<file path="src/rtl/usb_ls_rx_pkg.sv">
package usb_ls_rx_pkg;
  // {dp, dm}
  typedef enum logic [1:0] {
    LS_SE0 = 2'b00,
    LS_J   = 2'b01,
    LS_K   = 2'b10,
    LS_BAD = 2'b11
  } line_e;

  typedef enum logic [2:0] {
    ST_IDLE,
    ST_ARMED,
    ST_CHECK,
    ST_HUNT,
    ST_DATA
  } rx_state_e;

  localparam int BYTE_W = 8;
  localparam int IDX_W  = 3;
endpackage

</file>
<file path="src/rtl/usb_ls_line_sync.sv">
module usb_ls_line_sync #(
  parameter int          LINES   = 2,
  parameter int          STAGES  = 2,
  parameter logic [LINES-1:0] RST_VAL = '0
) (
  input  logic             clk_i,
  input  logic             rst_ni,
  input  logic [LINES-1:0] d_i,
  output logic [LINES-1:0] q_o
);
  for (genvar g = 0; g < LINES; g++) begin : g_line
    logic [STAGES-1:0] sr;
    always_ff @(posedge clk_i or negedge rst_ni) begin
      if (!rst_ni) sr <= {STAGES{RST_VAL[g]}};
      else         sr <= {sr[STAGES-2:0], d_i[g]};
    end
    assign q_o[g] = sr[STAGES-1];
  end
endmodule

</file>
<file path="src/rtl/usb_ls_bit_timer.sv">
module usb_ls_bit_timer
  import usb_ls_rx_pkg::*;
#(
  parameter int BIT_CLKS      = 13,
  parameter int EDGE_TO_CHECK = 20
) (
  input  logic             clk_i,
  input  logic             rst_ni,
  input  logic             arm_i,
  input  logic             run_i,
  input  logic             first_i,
  input  logic             next_stuff_i,
  input  logic [IDX_W-1:0] next_bit_i,
  output logic             sample_o
);
  localparam int MAXV = (EDGE_TO_CHECK > BIT_CLKS + 2) ? EDGE_TO_CHECK : BIT_CLKS + 2;
  localparam int CW   = $clog2(MAXV + 1);
  localparam logic [CW-1:0] BASE = CW'(BIT_CLKS - 1);

  logic [CW-1:0] tick_q, reload;
  logic [1:0]    byte_ph_q, stf_ph_q;
  logic          leap_pos, leap_byte, leap_stf;

  assign leap_pos  = (next_bit_i == IDX_W'(3)) || (next_bit_i == IDX_W'(6));
  assign leap_byte = (next_bit_i == '0) && (byte_ph_q != 2'd1);
  assign leap_stf  = (stf_ph_q == 2'd2);
  assign sample_o  = run_i && (tick_q == '0);

  always_comb begin
    if (first_i)           reload = BASE;
    else if (next_stuff_i) reload = BASE + CW'(leap_stf);
    else                   reload = BASE + CW'(leap_pos) + CW'(leap_byte);
  end

  always_ff @(posedge clk_i or negedge rst_ni) begin
    if (!rst_ni) begin
      tick_q    <= '0;
      byte_ph_q <= '0;
      stf_ph_q  <= '0;
    end else if (arm_i) begin
      tick_q    <= CW'(EDGE_TO_CHECK - 1);
      byte_ph_q <= '0;
      stf_ph_q  <= '0;
    end else if (run_i) begin
      if (tick_q == '0) begin
        tick_q <= reload;
        if (!first_i) begin
          if (next_stuff_i)
            stf_ph_q <= (stf_ph_q == 2'd2) ? 2'd0 : stf_ph_q + 2'd1;
          else if (next_bit_i == '0)
            byte_ph_q <= (byte_ph_q == 2'd2) ? 2'd0 : byte_ph_q + 2'd1;
        end
      end else begin
        tick_q <= tick_q - CW'(1);
      end
    end
  end
endmodule

</file>
<file path="src/rtl/usb_ls_nrzi.sv">
module usb_ls_nrzi
  import usb_ls_rx_pkg::*;
#(
  parameter int STUFF_RUN = 6
) (
  input  logic  clk_i,
  input  logic  rst_ni,
  input  logic  init_i,
  input  logic  sample_i,
  input  line_e ls_i,
  output logic  bit_o,
  output logic  is_stuff_o,
  output logic  stuff_next_o
);
  localparam int OW = $clog2(STUFF_RUN + 1);

  line_e         ref_q;
  logic [OW-1:0] ones_q;
  logic          stuff_q;

  assign bit_o        = (ls_i == ref_q);
  assign is_stuff_o   = stuff_q;
  assign stuff_next_o = !stuff_q && bit_o && (ones_q == OW'(STUFF_RUN - 1));

  always_ff @(posedge clk_i or negedge rst_ni) begin
    if (!rst_ni) begin
      ref_q   <= LS_K;
      ones_q  <= '0;
      stuff_q <= 1'b0;
    end else if (init_i) begin
      ref_q   <= LS_K;
      ones_q  <= OW'(1);  // closing K-K of sync counts as a 1
      stuff_q <= 1'b0;
    end else if (sample_i) begin
      if (stuff_q) begin
        ref_q   <= ls_i;
        ones_q  <= '0;
        stuff_q <= 1'b0;
      end else if (bit_o) begin
        ones_q  <= ones_q + OW'(1);
        stuff_q <= stuff_next_o;
      end else begin
        ref_q  <= ls_i;
        ones_q <= '0;
      end
    end
  end
endmodule

</file>
<file path="src/rtl/usb_ls_byte_asm.sv">
module usb_ls_byte_asm
  import usb_ls_rx_pkg::*;
(
  input  logic              clk_i,
  input  logic              rst_ni,
  input  logic              clear_i,
  input  logic              shift_i,
  input  logic              bit_i,
  output logic              done_o,
  output logic [BYTE_W-1:0] data_o,
  output logic [IDX_W-1:0]  idx_o
);
  logic [BYTE_W-2:0] sr_q;
  logic [IDX_W-1:0]  idx_q;

  assign done_o = shift_i && (idx_q == IDX_W'(BYTE_W - 1));
  assign data_o = {bit_i, sr_q};
  assign idx_o  = idx_q;

  always_ff @(posedge clk_i or negedge rst_ni) begin
    if (!rst_ni) begin
      sr_q  <= '0;
      idx_q <= '0;
    end else if (clear_i) begin
      idx_q <= '0;
    end else if (shift_i) begin
      sr_q  <= {bit_i, sr_q[BYTE_W-2:1]};
      idx_q <= idx_q + IDX_W'(1);
    end
  end
endmodule

</file>
<file path="src/rtl/usb_ls_rx.sv">
module usb_ls_rx
  import usb_ls_rx_pkg::*;
#(
  parameter int BUF_BYTES     = 11,
  parameter int BIT_CLKS      = 13,
  parameter int EDGE_TO_CHECK = 20,
  parameter int SYNC_TMO      = 40,
  parameter int SYNC_STAGES   = 2,
  parameter int STUFF_RUN     = 6
) (
  input  logic              clk_i,
  input  logic              rst_ni,
  input  logic              dp_i,
  input  logic              dm_i,
  output logic              byte_valid_o,
  output logic [BYTE_W-1:0] byte_data_o,
  output logic              eop_o,
  output logic              overflow_o,
  output logic              sync_err_o,
  output logic              line_err_o
);
  localparam int CNT_W  = $clog2(BUF_BYTES + 1);
  localparam int HUNT_W = $clog2(SYNC_TMO);

  logic [1:0]        sync_q;
  line_e             ls, prev_ls_q;
  rx_state_e         state_q;
  logic [CNT_W-1:0]  byte_cnt_q;
  logic [HUNT_W-1:0] hunt_cnt_q;

  logic samp, arm, run, first, line_ok, dsamp, init;
  logic nz_bit, nz_stuff, nz_stuff_next, shift;
  logic asm_done;
  logic [BYTE_W-1:0] asm_byte;
  logic [IDX_W-1:0]  asm_idx, next_bit;
  logic hunt_edge;

  usb_ls_line_sync #(.LINES(2), .STAGES(SYNC_STAGES), .RST_VAL(2'b01)) u_sync (
    .clk_i(clk_i), .rst_ni(rst_ni), .d_i({dp_i, dm_i}), .q_o(sync_q)
  );

  assign ls        = line_e'(sync_q);
  assign hunt_edge = (state_q == ST_HUNT) && (ls == LS_K) && (prev_ls_q == LS_J);
  assign arm       = hunt_edge || ((state_q == ST_ARMED) && (ls == LS_K));
  assign run       = (state_q == ST_CHECK) || (state_q == ST_DATA);
  assign first     = (state_q == ST_CHECK);
  assign line_ok   = (ls == LS_J) || (ls == LS_K);
  assign dsamp     = (state_q == ST_DATA) && samp && line_ok;
  assign init      = first && samp && (ls == LS_K);
  assign shift     = dsamp && !nz_stuff;
  assign next_bit  = nz_stuff ? asm_idx : asm_idx + IDX_W'(1);

  usb_ls_bit_timer #(.BIT_CLKS(BIT_CLKS), .EDGE_TO_CHECK(EDGE_TO_CHECK)) u_timer (
    .clk_i(clk_i), .rst_ni(rst_ni), .arm_i(arm), .run_i(run), .first_i(first),
    .next_stuff_i(!nz_stuff && nz_stuff_next), .next_bit_i(next_bit), .sample_o(samp)
  );

  usb_ls_nrzi #(.STUFF_RUN(STUFF_RUN)) u_nrzi (
    .clk_i(clk_i), .rst_ni(rst_ni), .init_i(init), .sample_i(dsamp), .ls_i(ls),
    .bit_o(nz_bit), .is_stuff_o(nz_stuff), .stuff_next_o(nz_stuff_next)
  );

  usb_ls_byte_asm u_asm (
    .clk_i(clk_i), .rst_ni(rst_ni), .clear_i(init), .shift_i(shift), .bit_i(nz_bit),
    .done_o(asm_done), .data_o(asm_byte), .idx_o(asm_idx)
  );

  always_ff @(posedge clk_i or negedge rst_ni) begin
    if (!rst_ni) begin
      state_q      <= ST_IDLE;
      prev_ls_q    <= LS_J;
      byte_cnt_q   <= '0;
      hunt_cnt_q   <= '0;
      byte_valid_o <= 1'b0;
      byte_data_o  <= '0;
      eop_o        <= 1'b0;
      overflow_o   <= 1'b0;
      sync_err_o   <= 1'b0;
      line_err_o   <= 1'b0;
    end else begin
      prev_ls_q    <= ls;
      byte_valid_o <= 1'b0;
      eop_o        <= 1'b0;
      overflow_o   <= 1'b0;
      sync_err_o   <= 1'b0;
      line_err_o   <= 1'b0;
      unique case (state_q)
        ST_IDLE:  if (ls == LS_J) state_q <= ST_ARMED;
        ST_ARMED: if (ls == LS_K) state_q <= ST_CHECK;
        ST_CHECK: if (samp) begin
          if (ls == LS_K) begin
            state_q    <= ST_DATA;
            byte_cnt_q <= '0;
          end else begin
            state_q    <= ST_HUNT;
            hunt_cnt_q <= '0;
          end
        end
        ST_HUNT: begin
          if (hunt_edge) begin
            state_q <= ST_CHECK;
          end else if (hunt_cnt_q == HUNT_W'(SYNC_TMO - 1)) begin
            state_q    <= ST_IDLE;
            sync_err_o <= 1'b1;
          end else begin
            hunt_cnt_q <= hunt_cnt_q + HUNT_W'(1);
          end
        end
        ST_DATA: if (samp) begin
          if (ls == LS_SE0) begin
            state_q <= ST_IDLE;
            eop_o   <= 1'b1;
          end else if (ls == LS_BAD) begin
            state_q    <= ST_IDLE;
            line_err_o <= 1'b1;
          end else if (asm_done) begin
            if (byte_cnt_q == CNT_W'(BUF_BYTES)) begin
              state_q    <= ST_IDLE;
              overflow_o <= 1'b1;
            end else begin
              byte_valid_o <= 1'b1;
              byte_data_o  <= asm_byte;
              byte_cnt_q   <= byte_cnt_q + CNT_W'(1);
            end
          end
        end
        default: state_q <= ST_IDLE;
      endcase
    end
  end
endmodule

</file>
<file path="config.mk">
export PLATFORM = sky130hd
export DESIGN_NAME = usb_ls_rx
export DESIGN_NICKNAME = d
export VERILOG_FILES = /design/src/rtl/usb_ls_rx_pkg.sv /design/src/rtl/usb_ls_line_sync.sv /design/src/rtl/usb_ls_bit_timer.sv /design/src/rtl/usb_ls_nrzi.sv /design/src/rtl/usb_ls_byte_asm.sv /design/src/rtl/usb_ls_rx.sv
export SDC_FILE = /design/constraint.sdc
export NUM_CORES = 1
export LEC_CHECK = 0
export ABC_AREA = 1
export BUFFER_PORTS_ARGS = -buffer_cell sky130_fd_sc_hd__buf_2
export CORE_ASPECT_RATIO = 1.25
export CORE_MARGIN = 4
export CORE_UTILIZATION = 60
export CTS_BUF_LIST = sky130_fd_sc_hd__clkbuf_16
export DETAILED_ROUTE_END_ITERATION = 8
export GPL_TIMING_DRIVEN = 0
export HOLD_SLACK_MARGIN = 0.15
export PLACE_DENSITY = 0.83
export SLEW_MARGIN = 40
export SYNTH_ARGS = -nofsm -noshare
export SYNTH_HDL_FRONTEND = slang
export SYNTH_SLANG_ARGS = --single-unit
</file>
<file path="constraint.sdc">
create_clock -name clk_i -period 2.05 [get_ports clk_i]
set_input_delay 0.205 -clock clk_i [delete_from_list [all_inputs] [get_ports clk_i]]
set_output_delay 0.205 -clock clk_i [all_outputs]
set_load 0.01 [all_outputs]
</file>
==> flow_summary.ini <==
[finish]
drive_above_1_share_pct = 20.9
num_antenna_cells = 0
layout_common_cells = 65 x nand2_1, 53 x dfrtp_1, 44 x inv_1
final_nets = 386
fillers = 360
area_delta_synth_final_pct = 17.8
final_common_cell = nand2_1

[power]
seqPwrFrac_pct = 39.4
p_leak_nw = 1.71
swShare_pct = 32.7
power_mw = 3.49
ir_worst_vdd_uv = 695
power.internal_mw = 2.34
pwr-share-clk_pct = 37.0
power.density_nw_per_um2 = 1020
combPwrFrac_pct = 23.5
p_switching_mw = 1.14

[routing]
wl_mm = 5.51
vias = 2308
dr.pass1.iters = 4
wl_per_cell_um = 12.7
ant_nets = 0
drt_first_iter_violations = 177
avgViaCountPerCell = 5.33
drc = 0

[floorplanning]
ios = 17
core_area_um2 = 4730
std_cell_rows = 28
chipWidth_um = 70.3
start_util_pct = 61.6
dieHeight_um = 85.9
die-area_um2 = 6040

[sta]
holdWs_ns = 0.347
fmax_ghz = 0.511
maxSlewViolCount = 0
post-route-period-util_pct = 95.5
min_period_ns = 1.96
finClkSkew_ns = 0.00545
tightest_slew_ns = 0.710
rsz0062_at_grt = yes
relSlewSlack_pct = 52.7
setup_tns_ns = 0
hold_viol = 0
setup-violations-final = 0

[global_routing]
groute.usage.overall_pct = 20.6
antenna_found_initial = 0
grt_pass1_vias = 2300
grt_max_degree = 58
grt_pass1_wl_mm = 9.85
grt_overflow = 0

[yosys]
synth-seq-cells = 57
synth_fa_ha_area_share_pct = 6.01
syn_area_um2 = 2910
synth_top_family_by_area = simple AND/OR/NAND/NOR gates
synth_xor_area_share_pct = 2.10
synth_compound_area_share_pct = 12.0
ys_seq_area_share_pct = 49.1
synthSimpleGateAreaFrac_pct = 24.3
postSynthCellCount = 333
synth.net_count = 351
ys_types = 33
postSynthAreaPerCell_um2 = 8.75
ys_warn_count = 0
synthMuxAreaShare_pct = 0

[worst_setup_path]
critPathLaunchType = flop
r2r_slack_ns = 0.09
worstPathRequired_ns = 2.26
crit_chain = ha_2, ha_1, inv_1, nand2_1, o21ai_2, nand3_2, a21oi_2, ha_1, inv_1, nand2_1, nand3_1, a21oi_1
cp_data_arrival_time_ns = 2.17
crit_path_max_incr_delay_ns = 0.41
cp_max_fo = 4
crit_slowest_cell = dfrtp_1
endpoint_kind = flop
critPathKind = flop to flop

[placement]
portBuffers = 16
place.gp.congestion = 0.880
hpwl_mm = 3.86

[cts]
htree_levels = 3
cts.path.max_buffers = 2
numCtsBuffers = 9
clk_pin_slew_ns = 0.05
cts-root-buf = clkbuf_16
clkSinkCount = 57
cts_tree = yes
clock_latency_ns = 0.32

[run_status]
outcome = complete, no violations

[hold_path]
hold_path.class = flop to flop

[run]
drv_cap = 0
## flip-flops by register name (all words and copies together) (netlist names), 3 cells and up
register          flops
u_timer.tick_q        5
u_asm.idx_o           3
byte_data_o           8
u_nrzi.ones_q         3
state_q               3
hunt_cnt_q            6
u_sync.g_line.sr      4
byte_cnt_q            4
u_asm.sr_q            7
## what timing repair did
item                                   4_1_cts  5_1_grt
endpoints found under the hold margin       55        0
hold buffers                                 3        0
setup endpoints to repair                    1       17
buffers inserted                             0        5
gates resized for setup                      1        9
pin swaps                                    0        3
## cell type report
type	count	area (um^2)	area share, %
clock inverters	7	38.8	1.13
plain buffers	2	16.3	0.474
clock buffers	9	225	6.56
well taps	60	75.1	2.19
multi-input cells	228	1320	38.5
flip-flops and latches	57	1430	41.7
repair buffers	24	150	4.37
inverters	46	173	5.03
## per-stage QoR
stage | setup slack (ns) | cells | instance area, um^2 | utilization [%]
global placement | 0.0360 | 409 | 3070 | 64.9
global route | -0.00984 | 433 | 3430 | 72.6
finish | 0.0928 | 433 | 3430 | 72.6
CTS | 0.0313 | 428 | 3370 | 71.2
floorplan | 0.242 | 333 | 2910 | -
detailed placement | 0.0289 | 409 | 3070 | 64.9
## worst max-delay path: cells and delay by family (launching register included)
family                   cells  cell delay (ns)
AO/OA/AOI/OAI                3             0.29
adder cells (fa/ha/maj)      3             0.70
buffers and inverters        2             0.12
flip-flops                   1             0.41
AND/OR/NAND/NOR              4             0.30
## final timing paths
path,from,cells past startpoint,end
worst max-delay path,u_asm.idx_o[0],12,u_timer.tick_q[0]
worst min-delay path,u_sync.g_line[1].sr[0],0,u_sync.g_line[1].sr[1]
worst max register to register,u_asm.idx_o[0],12,u_timer.tick_q[0]
worst min register to register,u_sync.g_line[1].sr[0],0,u_sync.g_line[1].sr[1]
max in group asynchronous,rst_ni,2,u_nrzi.ones_q[2]
min in group asynchronous,rst_ni,2,hunt_cnt_q[4]
## synth_stat cells, drive strengths merged
| library cell | n | area [um^2] |
|---|---|---|
| buf | 2 | 16.3 |
| o21bai | 1 | 7.51 |
| a21boi | 1 | 7.51 |
| nand3b | 2 | 15.0 |
| nand4 | 5 | 46.3 |
| xnor2 | 3 | 26.3 |
| o31ai | 1 | 7.51 |
| o22ai | 2 | 12.5 |
| o211ai | 2 | 15.0 |
| inv | 46 | 173 |
| ha | 14 | 175 |
| o21ai | 36 | 218 |
| o21a | 2 | 15.0 |
| xor2 | 4 | 35.0 |
| a21oi | 12 | 60.1 |
| dfstp | 4 | 105 |
| dfrtp | 53 | 1330 |
| nand2 | 73 | 304 |
| nor3 | 3 | 15.0 |
| and3 | 1 | 6.26 |
| nor2 | 37 | 180 |
| a31oi | 1 | 6.26 |
| nand3 | 28 | 140 |
## power groups by stage
stage | clock (mW) | combinational (mW) | sequential [mW]
final | 1.29 | 0.820 | 1.38
after global routing | 1.38 | 0.940 | 1.39
after CTS | 1.31 | 0.770 | 1.38
after detailed placement | 0 | 0.755 | 1.39
after global placement | 0 | 0.730 | 1.38
after floorplan | 0 | 0.598 | 1.36
## cells by family (layout without fill, tap and decap cells)
kind of cell | after synthesis | after routing
xor gates and xnor gates | 7 | 7
DFF | 57 | 57
buffers and inverters | 48 | 88
adders and majority gates | 14 | 14
AOI/OAI and AO/OA | 58 | 58
and+or+nand+nor | 149 | 149
## layer usage
| layer | up-vias | part of all wire, % | wire (um) | track usage [%] |
|---|---|---|---|---|
| met5 | - | 0 | 0 | 0 |
| met4 | 0 | 3.1 | 173 | 9.76 |
| met3 | 18 | 4.2 | 231 | 6.45 |
| li1 | 1153 | - | - | - |
| met2 | 51 | 51 | 2790 | 35.3 |
| met1 | 1086 | 42 | 2320 | 23.4 |
Power figures use the tool's default switching activity.
